## config.mk

```make
export PLATFORM = sky130hd
export DESIGN_NAME = hall_tach_blanker
export DESIGN_NICKNAME = d
export VERILOG_FILES = /design/src/rtl/hall_tach_pkg.sv /design/src/rtl/hall_sync.sv /design/src/rtl/position_latch.sv /design/src/rtl/tach_oneshot.sv /design/src/rtl/hall_tach_blanker.sv
export SDC_FILE = /design/constraint.sdc
export NUM_CORES = 1
export LEC_CHECK = 0
export ABC_AREA = 1
export BUFFER_PORTS_ARGS = -buffer_cell sky130_fd_sc_hd__buf_4
export CAP_MARGIN = 40
export CORE_MARGIN = 2
export CORE_UTILIZATION = 45
export DETAILED_ROUTE_END_ITERATION = 8
export PLACE_DENSITY = 0.66
export SYNTH_ARGS = -nofsm -noshare
export SYNTH_HDL_FRONTEND = slang
export SYNTH_HIERARCHICAL = 1
export SYNTH_SLANG_ARGS = --single-unit
```

## constraint.sdc

```tcl
create_clock -name clk -period 2.3 [get_ports clk]
set_clock_uncertainty 0.15 [all_clocks]
set_input_delay 0.115 -clock clk [delete_from_list [all_inputs] [get_ports clk]]
set_output_delay 0.115 -clock clk [all_outputs]
set_load 0.02 [all_outputs]
```

## src/rtl/hall_tach_pkg.sv

```systemverilog
package hall_tach_pkg;
  typedef enum logic {
    OS_IDLE = 1'b0,
    OS_RUN  = 1'b1
  } os_state_e;
endpackage

```

## src/rtl/hall_sync.sv

```systemverilog
module hall_sync #(
  parameter int W      = 3,
  parameter int STAGES = 2
) (
  input  logic         clk,
  input  logic         rst_n,
  input  logic [W-1:0] din,
  output logic [W-1:0] dout
);
  logic [STAGES-1:0][W-1:0] stg;

  generate
    if (STAGES == 1) begin : g_single
      always_ff @(posedge clk) begin
        if (!rst_n) stg <= '0;
        else        stg <= din;
      end
    end else begin : g_chain
      always_ff @(posedge clk) begin
        if (!rst_n) stg <= '0;
        else        stg <= {stg[STAGES-2:0], din};
      end
    end
  endgenerate

  assign dout = stg[STAGES-1];
endmodule

```

## src/rtl/position_latch.sv

```systemverilog
module position_latch #(
  parameter int W = 3
) (
  input  logic         clk,
  input  logic         rst_n,
  input  logic [W-1:0] code_in,
  input  logic         allow,
  output logic [W-1:0] code_q,
  output logic         load
);
  logic differs;

  assign differs = (code_in != code_q);
  assign load    = differs & allow;

  always_ff @(posedge clk) begin
    if (!rst_n)    code_q <= '0;
    else if (load) code_q <= code_in;
  end
endmodule

```

## src/rtl/tach_oneshot.sv

```systemverilog
module tach_oneshot
  import hall_tach_pkg::*;
#(
  parameter int LEN_W = 16
) (
  input  logic             clk,
  input  logic             rst_n,
  input  logic             trig,
  input  logic             kill,
  input  logic [LEN_W-1:0] len,
  output logic             busy
);
  localparam logic [LEN_W-1:0] ONE = LEN_W'(1);

  os_state_e        state;
  logic [LEN_W-1:0] remain;
  logic             start;

  assign busy  = (state == OS_RUN);
  assign start = trig & ~busy & ~kill & (len != '0);

  always_ff @(posedge clk) begin
    if (!rst_n) begin
      state  <= OS_IDLE;
      remain <= '0;
    end else if (kill) begin
      state  <= OS_IDLE;
      remain <= '0;
    end else if (start) begin
      state  <= OS_RUN;
      remain <= len;
    end else if (busy) begin
      if (remain == ONE) begin
        state  <= OS_IDLE;
        remain <= '0;
      end else begin
        remain <= remain - ONE;
      end
    end
  end
endmodule

```

## src/rtl/hall_tach_blanker.sv

```systemverilog
module hall_tach_blanker #(
  parameter int NUM_SENSORS = 3,
  parameter int SYNC_STAGES = 2,
  parameter int LEN_W       = 16
) (
  input  logic                   clk,
  input  logic                   rst_n,
  input  logic [NUM_SENSORS-1:0] h,
  input  logic                   ext_trig,
  input  logic                   brake,
  input  logic [LEN_W-1:0]       pulse_len,
  output logic [NUM_SENSORS-1:0] h_lat,
  output logic                   tach_out
);
  logic [NUM_SENSORS-1:0] h_sync;
  logic                   busy;
  logic                   load;
  logic                   allow;

  hall_sync #(.W(NUM_SENSORS), .STAGES(SYNC_STAGES)) u_sync (
    .clk  (clk),
    .rst_n(rst_n),
    .din  (h),
    .dout (h_sync)
  );

  assign allow = ~busy | brake;

  position_latch #(.W(NUM_SENSORS)) u_latch (
    .clk    (clk),
    .rst_n  (rst_n),
    .code_in(h_sync),
    .allow  (allow),
    .code_q (h_lat),
    .load   (load)
  );

  tach_oneshot #(.LEN_W(LEN_W)) u_tach (
    .clk  (clk),
    .rst_n(rst_n),
    .trig (load | ext_trig),
    .kill (brake),
    .len  (pulse_len),
    .busy (busy)
  );

  assign tach_out = busy;
endmodule

```

# After elaboration in Yosys (flattened, before gate mapping)
# Cells that the tools add are included.
[totals]
input_bits = 23
word_cells = 26
out_inout_bits = 4
ff_bits = 26
[op_classes]
eq_ne = 2
n_addsub = 1
muxes = 6
n_reduce_logical = 3
n_bitwise = 9
[op_table]
columns = ["cell", "n"]
rows = [
  ["16-bit 2-to-1 mux", 3],
  ["16-bit by 1-bit equality test with 1-bit output (second input constant)", 1],
  ["16-bit nonzero test", 1],
  ["16-bit by 1-bit subtractor with 16-bit output (second input constant)", 1],
  ["1-bit bitwise AND", 4],
  ["1-bit 2-to-1 mux", 3],
  ["3-bit inequality test", 1],
  ["1-bit NOT", 3],
  ["1-bit OR", 2],
  ["2-bit nonzero test", 1],
  ["2-bit OR reduction", 1],
]

# Longest topological paths before layout
# Gate-level depths: netlist (run 1).
[logic_depth]
depth_word = 8
mapped_depth = 18
ltp_nobuf = 16

# By module
# The synthesis (run 1) kept the hierarchy.
[by_module_without_submodules]
columns = ["mod", "n_inst", "cells_each", "area_per_inst_um2", "seq_area_each_um2"]
rows = [
  ["tach_oneshot", 1, 232, 1406.3, 340.3],
  ["hall_sync", 1, 21, 187.7, 120.1],
  ["position_latch", 1, 25, 162.7, 60.1],
  ["hall_tach_blanker", 1, 5, 18.8, 0.0],
]

# Worst setup path before layout (run 1)
# No wires, ideal clock.
[synth_path]
path_kind = "register -> register"
start = "register u_latch.code_q[1]"
end = "register u_tach.remain[5]"
path_stages_with_launch = 17
t_required_ns = 2.041
setup_ns = 0.109
setup_slack_ns = 0.533
synth_period_minus_slack_ns = 1.767
path_buffers = 1
t_arrival_ns = 1.508
cell_sequence = "dfxtp_1 > inv_1 > nand2_1 > nand2_1 > nand2_1 > nor2_1 > nor2_1 > inv_1 > nand2_1 > nand2_4 > nor2_8 > nand2_8 > buf_6 > nand3_1 > nand3_1 > nand2_1 > inv_1"
[synth_between]
elab_chain_len = 7
elab_cells_between_ends = 8
[synth_rtl]
columns = ["item", "line_no", "source"]
rows = [
  ["start, declared", "position_latch.sv:8", "output logic [W-1:0] code_q,"],
  ["start signal, assigned", "position_latch.sv:18", "else if (load) code_q <= code_in;"],
  ["3-bit inequality test *", "position_latch.sv:13", "assign differs = (code_in != code_q);"],
  ["1-bit bitwise AND *", "position_latch.sv:14", "assign load = differs & allow;"],
  ["via load", "hall_tach_blanker.sv:17", "logic load;"],
  ["1-bit OR *", "hall_tach_blanker.sv:41", ".trig (load | ext_trig),"],
  ["1-bit bitwise AND * (3 in a row)", "tach_oneshot.sv:20", "assign start = trig & ~busy & ~kill & (len != '0);"],
  ["16-bit 2-to-1 mux / 2-bit nonzero test (equally long branches)", "n/a", ""],
  ["end signal, assigned", "tach_oneshot.sv:31", "remain <= len;"],
  ["end signal, assigned", "tach_oneshot.sv:37", "remain <= remain - ONE;"],
  ["end, declared", "tach_oneshot.sv:16", "logic [LEN_W-1:0] remain;"],
]
# The timed path passes the listed nets; every way through them passes the cells marked *.
# A chain may end at the register's enable or synchronous reset.

# Final worst setup path (run 1)
[layout_path]
start = "register u_latch.code_q[1]"
end = "register u_tach.remain[10]"
# Same word-level chain as after synthesis.

==> flow_summary_export.csv, run 1 <==
group,metric,value,unit
pwr,vdd_drop_max,0.281,mV
synth,synth_cells,283,
min_path,holdPathStages,3,
min_path,worstHoldStart,"pulse_len[0]",
worst_setup_path,r2r_end,"u_tach/remain[10]",
worst_setup_path,criticalPathCategory,"reg2reg",
outcome,outcome,"completed",
global_route,grt_max_degree,19,
clocking,holdBufCountCts,15,
worst_setup_path,r2r-start,"u_latch/code_q[1]",
die,die_x,66.8,um
pwr,pwr-share-comb,0.295,
placed_design,io_buffers,26,
drt,drt_iter0_markers,101,
layout,regArea,520,um2
layout,multi_input_area,1020,um2
worst_setup_path,required,2.37,ns
layout,synthToLayoutAreaGrowth,24.2,%
clocking,cts_htree_levels,1,
global_route,grt_pass1_vias,1657,
global_route,grt_first_pass_wirelength,7400,um
sta,setup_viol,0,
sta,period_share,0.802,
drt,drt-pass1-iter-count,4,
global_route,overflow,0,
drt,vias,1775,
min_path,min_to,"u_tach/remain[0]",
synth,ys_seq_area_frac,0.293,
pwr,seq_power_share,0.393,
sta,min_period,1.85,ns
worst_setup_path,rrSetupSlack,0.45,ns
pwr,power_density,565,nW/um2
synth,synth_area,1780,um2
sta,slew_viol_final,0,
global_route,track_usage,0.220,
placed_design,place_congestion,0.823,
placed_design,dp_hpwl,3170,um
drt,drtAntennaViolNets,0,
pwr,finalPower,1250,uW
pwr,switching_power,392,uW
drt,wirelength,4290,um
clocking,clk_latency,0.27,ns
drt,vias_per_cell,4.78,
sta,final_hold_viol_count,0,
global_route,antenna_found_initial,0,
sta,fmax,542,MHz
worst_setup_path,startpoint_type,"register",
drt,avgRoutedWirePerCell,11.6,um
die,die_y,66.8,um
clocking,cts_setup_buffers,0,
sta,worst_pin_slew,0.319,ns
layout,diodes,0,
die,initial_core_util,0.478,
clocking,cts_made_buffers,3,
synth,syn_area_per_cell,6.27,um2
clocking,cts_resized,0,
pwr,netSwitchingFraction,0.314,
clocking,cts_root_buf,"clkbuf_8",
clocking,path_clk_slew,0.10,ns
worst_setup_path,cp_max_fo,18,
die,num_rows,22,
drt,drc,0,
synth,ys_types,24,
sta,tns,0,ns
synth,synth_ff_type,"dfxtp_1",
clocking,tritoncts,"built",
die,coreArea,3720,um2
synth,yosysWarnings,6,
synth,synth_edf_count,0,
worst_setup_path,end_kind,"register",
synth,synthArstFlopShare,0,
worst_setup_path,crit_arrival,1.91,ns
pwr,p_int,855,uW
synth,syn_nets,308,
die,die-area,4460,um2
min_path,hold_path_class,"in2reg",
worst_setup_path,r2r_cells,16,
sta,rsz0062_at_grt,"false",
sta,slew-limit-headroom,0.787,
layout,final_nets,349,
synth,ys_ff_latch,26,
clocking,clk_path_buf_depth,2,
layout,layout-drive-gt1-share,0.170,
clocking,numClockSinks,26,
die,io_pins,27,
pwr,p_leak,0.00120,uW
flow_run,maxCapViolations,0,
layout,fillers,386,
pwr,clkPwrFrac,0.313,
[stage by stage]
| step | hold WS, ns | cells | setup slack (ns) | utilization | cell area (um2) |
|---|---|---|---|---|---|
| finish | 0.0131 | 371 | 0.455 | 0.594 | 2210 |
| global route | 0.0178 | 371 | 0.279 | 0.594 | 2210 |
| CTS | 0.00616 | 371 | 0.450 | 0.594 | 2210 |
| detailed placement | 0.151 | 352 | 0.499 | 0.534 | 1980 |
| global placement | 0.143 | 352 | 0.558 | 0.534 | 1980 |
| floorplan | 0.0585 | 283 | 0.533 | - | 1780 |
[state kept, by name, summed over array words and instances, names as in the netlist]
signal,cells
u_latch/code_q,3
u_sync/dout,3
u_sync/stg,3
u_tach/busy,1
u_tach/remain,16
[Yosys cell counts, types with 2 or more instances]
library cell	number	area share
nor2_4	4	0.025
buf_6	3	0.019
o21ai_0	2	0.0056
inv_4	2	0.0070
dfxtp_1	26	0.29
a31oi_1	3	0.011
a21oi_1	2	0.0056
nand2_4	4	0.025
nand3_1	38	0.11
nand3b_1	2	0.0085
nand4_1	4	0.014
mux2i_1	2	0.011
ha_1	2	0.014
nand2_2	4	0.014
buf_4	3	0.013
nor2_1	40	0.085
inv_1	41	0.087
nand2_1	87	0.18
nor2_2	6	0.021
xor2_1	4	0.020
[worst max-delay path: stages (launching register included)]
cell and delay, ns:
dfxtp_1 0.38, inv_1 0.05, nand2_1 0.05, nand2_1 0.05, nand2_1 0.06, nor2_1 0.04
nor2_1 0.09, inv_1 0.05, nand2_1 0.10, nand2_4 0.07, nor2_8 0.15, nand2_8 0.13
inv_4 0.16, nand2_1 0.07, nand2_1 0.07, nor2_1 0.04, nor2_1 0.08
[how the worst max path moves through the flow]
stage | cells past startpoint | end | start
5_1_grt | 16 | u_tach/remain[10] | u_latch/code_q[0]
2_1_floorplan | 16 | u_tach/remain[5] | u_latch/code_q[1]
4_1_cts | 16 | u_tach/remain[8] | u_latch/code_q[1]
3_3_place_gp | 16 | u_tach/remain[9] | u_latch/code_q[1]
3_5_place_dp | 13 | u_tach/remain[10] | u_latch/code_q[2]
6_report | 16 | u_tach/remain[10] | u_latch/code_q[1]
[cell usage in the layout, fill, tap and decap left out, types with 2 or more instances in the layout]
master,synthesis,final
nand2_1,87,87
inv_1,41,41
nor2_1,40,40
nand3_1,38,38
buf_4,3,28
dfxtp_1,26,26
dlygate4sd3_1,0,15
nor2_2,6,6
xor2_1,4,4
nand2_2,4,4
nor2_4,4,4
nand2_4,4,4
nand4_1,4,4
clkbuf_8,0,3
a31oi_1,3,3
mux2i_1,2,2
o21ai_0,2,2
a21oi_1,2,2
inv_4,2,2
nand3b_1,2,2
ha_1,2,2
[routing by layer]
layer  up-vias  track usage  part of all wire  wire, um
met4         0       0.0765             0.014        62
met2        38        0.371              0.45      1950
met1       783        0.286              0.48      2080
li1        948            -                 -         -
met5         -            0                 0         0
met3         6       0.0287             0.046       198
[cell type report]
type,count,area share
inverters,44,0.0794
flip-flops and latches,26,0.236
multi-input cells,206,0.462
clock inverters,1,0.0136
clock buffers,3,0.0187
repair buffers,43,0.163
well taps,48,0.0272
[power by group through the flow]
stage | Sequential, uW | Combinational [uW] | Clock (uW)
3_5_place_dp | 500 | 344 | 0
5_1_grt | 493 | 415 | 426
6_report | 490 | 367 | 390
2_1_floorplan | 498 | 261 | 0
4_1_cts | 490 | 366 | 402
3_3_place_gp | 500 | 341 | 0
[cells by family after synthesis]
kind of cell / count (synthesis) / share of synthesized area
DFF: 26 / 0.293
and+or+nand+nor: 191 / 0.507
adders and majority gates: 2 / 0.0141
AOI/OAI and AO/OA: 7 / 0.0218
muxes: 2 / 0.0113
xor gates and xnor gates: 4 / 0.0197
buffers and inverters: 51 / 0.133
(Power assumes the default switching activity.)
==> inputs of run 2 (changes only) <==
==> constraint.sdc (replaced) <==
create_clock -name clk -period 1.9 [get_ports clk]
set_clock_uncertainty 0.15 [all_clocks]
set_input_delay 0.095 -clock clk [delete_from_list [all_inputs] [get_ports clk]]
set_output_delay 0.095 -clock clk [all_outputs]
set_load 0.02 [all_outputs]
==> flow_summary_export.csv, run 2 (synthesis gave the netlist of run 1 again) <==
group,metric,value,unit
drt,wirelength,4220,um
die,die-area,4460,um2
drt,vias_per_cell,4.70,
die,initial_core_util,0.478,
sta,period_share,0.947,
worst_setup_path,cpPeakStageDelay,0.55,ns
clocking,numClockSinks,26,
die,coreArea,3720,um2
worst_setup_path,crit_arrival,1.82,ns
die,num_rows,22,
flow_run,maxCapViolations,0,
clocking,cts_htree_levels,1,
pwr,finalPower,1520,uW
layout,layout-drive-gt1-share,0.172,
worst_setup_path,criticalPathCategory,"in2reg",
clocking,tritoncts,"built",
layout,diodes,0,
worst_setup_path,r2r-start,"u_latch/code_q[1]",
layout,fillers,344,
clocking,cts_root_buf,"clkbuf_8",
placed_design,place_congestion,0.844,
drt,avgRoutedWirePerCell,11.1,um
sta,fmax,556,MHz
layout,layout_common_cells,"nand2_1, inv_1, nor2_1",
worst_setup_path,rrSetupSlack,0.20,ns
sta,tns,0,ns
clocking,clk_latency,0.28,ns
worst_setup_path,r2r_cells,15,
clocking,path_clk_slew,0.10,ns
global_route,grt_pass1_vias,1589,
layout,final_cell_area,2300,um2
worst_setup_path,end_kind,"register",
layout,max_flop_register,"u_tach/remain",
die,die_x,66.8,um
sta,setup_viol,0,
pwr,power_density,661,nW/um2
drt,vias,1785,
placed_design,io_buffers,26,
worst_setup_path,startpoint_type,"primary input",
global_route,antenna_found_initial,0,
outcome,outcome,"completed",
clocking,clk_path_buf_depth,2,
sta,worst_pin_slew,0.329,ns
worst_setup_path,r2r_end,"u_tach/remain[10]",
drt,drtAntennaViolNets,0,
die,io_pins,27,
sta,final_hold_viol_count,0,
worst_setup_path,required,1.92,ns
global_route,grt_max_degree,19,
min_path,min_to,"u_tach/remain[15]",
global_route,overflow,0,
layout,regArea,520,um2
min_path,holdPathStages,5,
min_path,worstHoldStart,"pulse_len[15]",
worst_setup_path,cp_max_fo,18,
placed_design,placed_area,2000,um2
worst_setup_path,cp_cell_sequence,"dlygate4sd3_1, buf_4, nor2_1, nand2_1, nor2_2, nand2_4, nand2_8, clkinv_8, nand2_1, nand2_1, nor2_1, nor2_1",
clocking,cts_made_buffers,3,
sta,min_period,1.80,ns
worst_setup_path,crit_path_top_delay_cell,"dlygate4sd3_1",
placed_design,dp_hpwl,3160,um
drt,drt-pass1-iter-count,4,
pwr,p_leak,0.00124,uW
sta,slew_viol_final,0,
layout,final_nets,358,
layout,mostFrequentLayoutCell,"nand2_1",
global_route,grt_first_pass_wirelength,6940,um
die,die_y,66.8,um
layout,finalCoreUtilization,0.619,
sta,slew-limit-headroom,0.781,
layout,largest_reg_flops,16,
global_route,track_usage,0.205,
min_path,hold_path_class,"in2reg",
pwr,vdd_drop_max,0.356,mV
layout,multi_input_area,1020,um2
drt,drc,0,
drt,drt_iter0_markers,105,
layout,synthToLayoutAreaGrowth,29.6,%
[run 2: changes by cell type in the layout (fill, tap and decap cells not counted)]
cell	before	now
buf_4	28	30
inv_4	2	1
dlygate4sd3_1	15	22
clkinv_8	0	1
[run 2: timing repair]
item	CTS	global route
gates resized for setup	0	3
endpoints found under the hold margin	24	0
setup buffers	0	0
hold buffers	22	0
endpoints found under the setup margin	0	9
[run 2: worst max path at each step]
stage / depth (start not counted) / startpoint / end
after floorplan: 16 / u_latch/code_q[1] / u_tach/remain[8]
after global placement: 16 / u_latch/code_q[1] / u_tach/remain[10]
after detailed placement: 16 / u_latch/code_q[1] / u_tach/remain[10]
after CTS: 16 / u_latch/code_q[1] / u_tach/remain[10]
after global routing: 12 / pulse_len[12] / u_tach/remain[9]
final: 12 / pulse_len[12] / u_tach/remain[10]
[run 2: critical path, delay by kind of cell]
family	cells	cell delay [ns]
AND/OR/NAND/NOR	9	0.94
buffers and inverters	3	0.79
[run 2: stage by stage]
| step | setup WS, ns | hold slack [ns] | instances |
|---|---|---|---|
| after floorplan | 0.133 | 0.0385 | 283 |
| after global placement | 0.218 | 0.122 | 354 |
| after detailed placement | 0.183 | 0.129 | 354 |
| after CTS | 0.159 | 0.0178 | 380 |
| after global routing | -0.00267 | 0.0630 | 380 |
| final | 0.101 | 0.0184 | 380 |
[run 2: area by class of cell]
class                           instances  area share
Tap cell                               48      0.0261
Sequential cell                        26       0.226
Multi-Input combinational cell        206       0.443
Inverter                               44      0.0805
Clock buffer                            3      0.0179
Clock inverter                          1      0.0131
Timing Repair Buffer                   52       0.194
[run 2: power by group]
group          total [uW]  switching [uW]  internal, uW
combinational         458             261           197
clock                 470             188           282
sequential            593            23.2           570
[run 2: per-layer routing]
layer	GRT usage	routed length, um	share of wire
met5	0	0	0
met4	0.0765	57	0.014
met3	0.0270	175	0.041
met2	0.349	1970	0.47
met1	0.261	2020	0.48
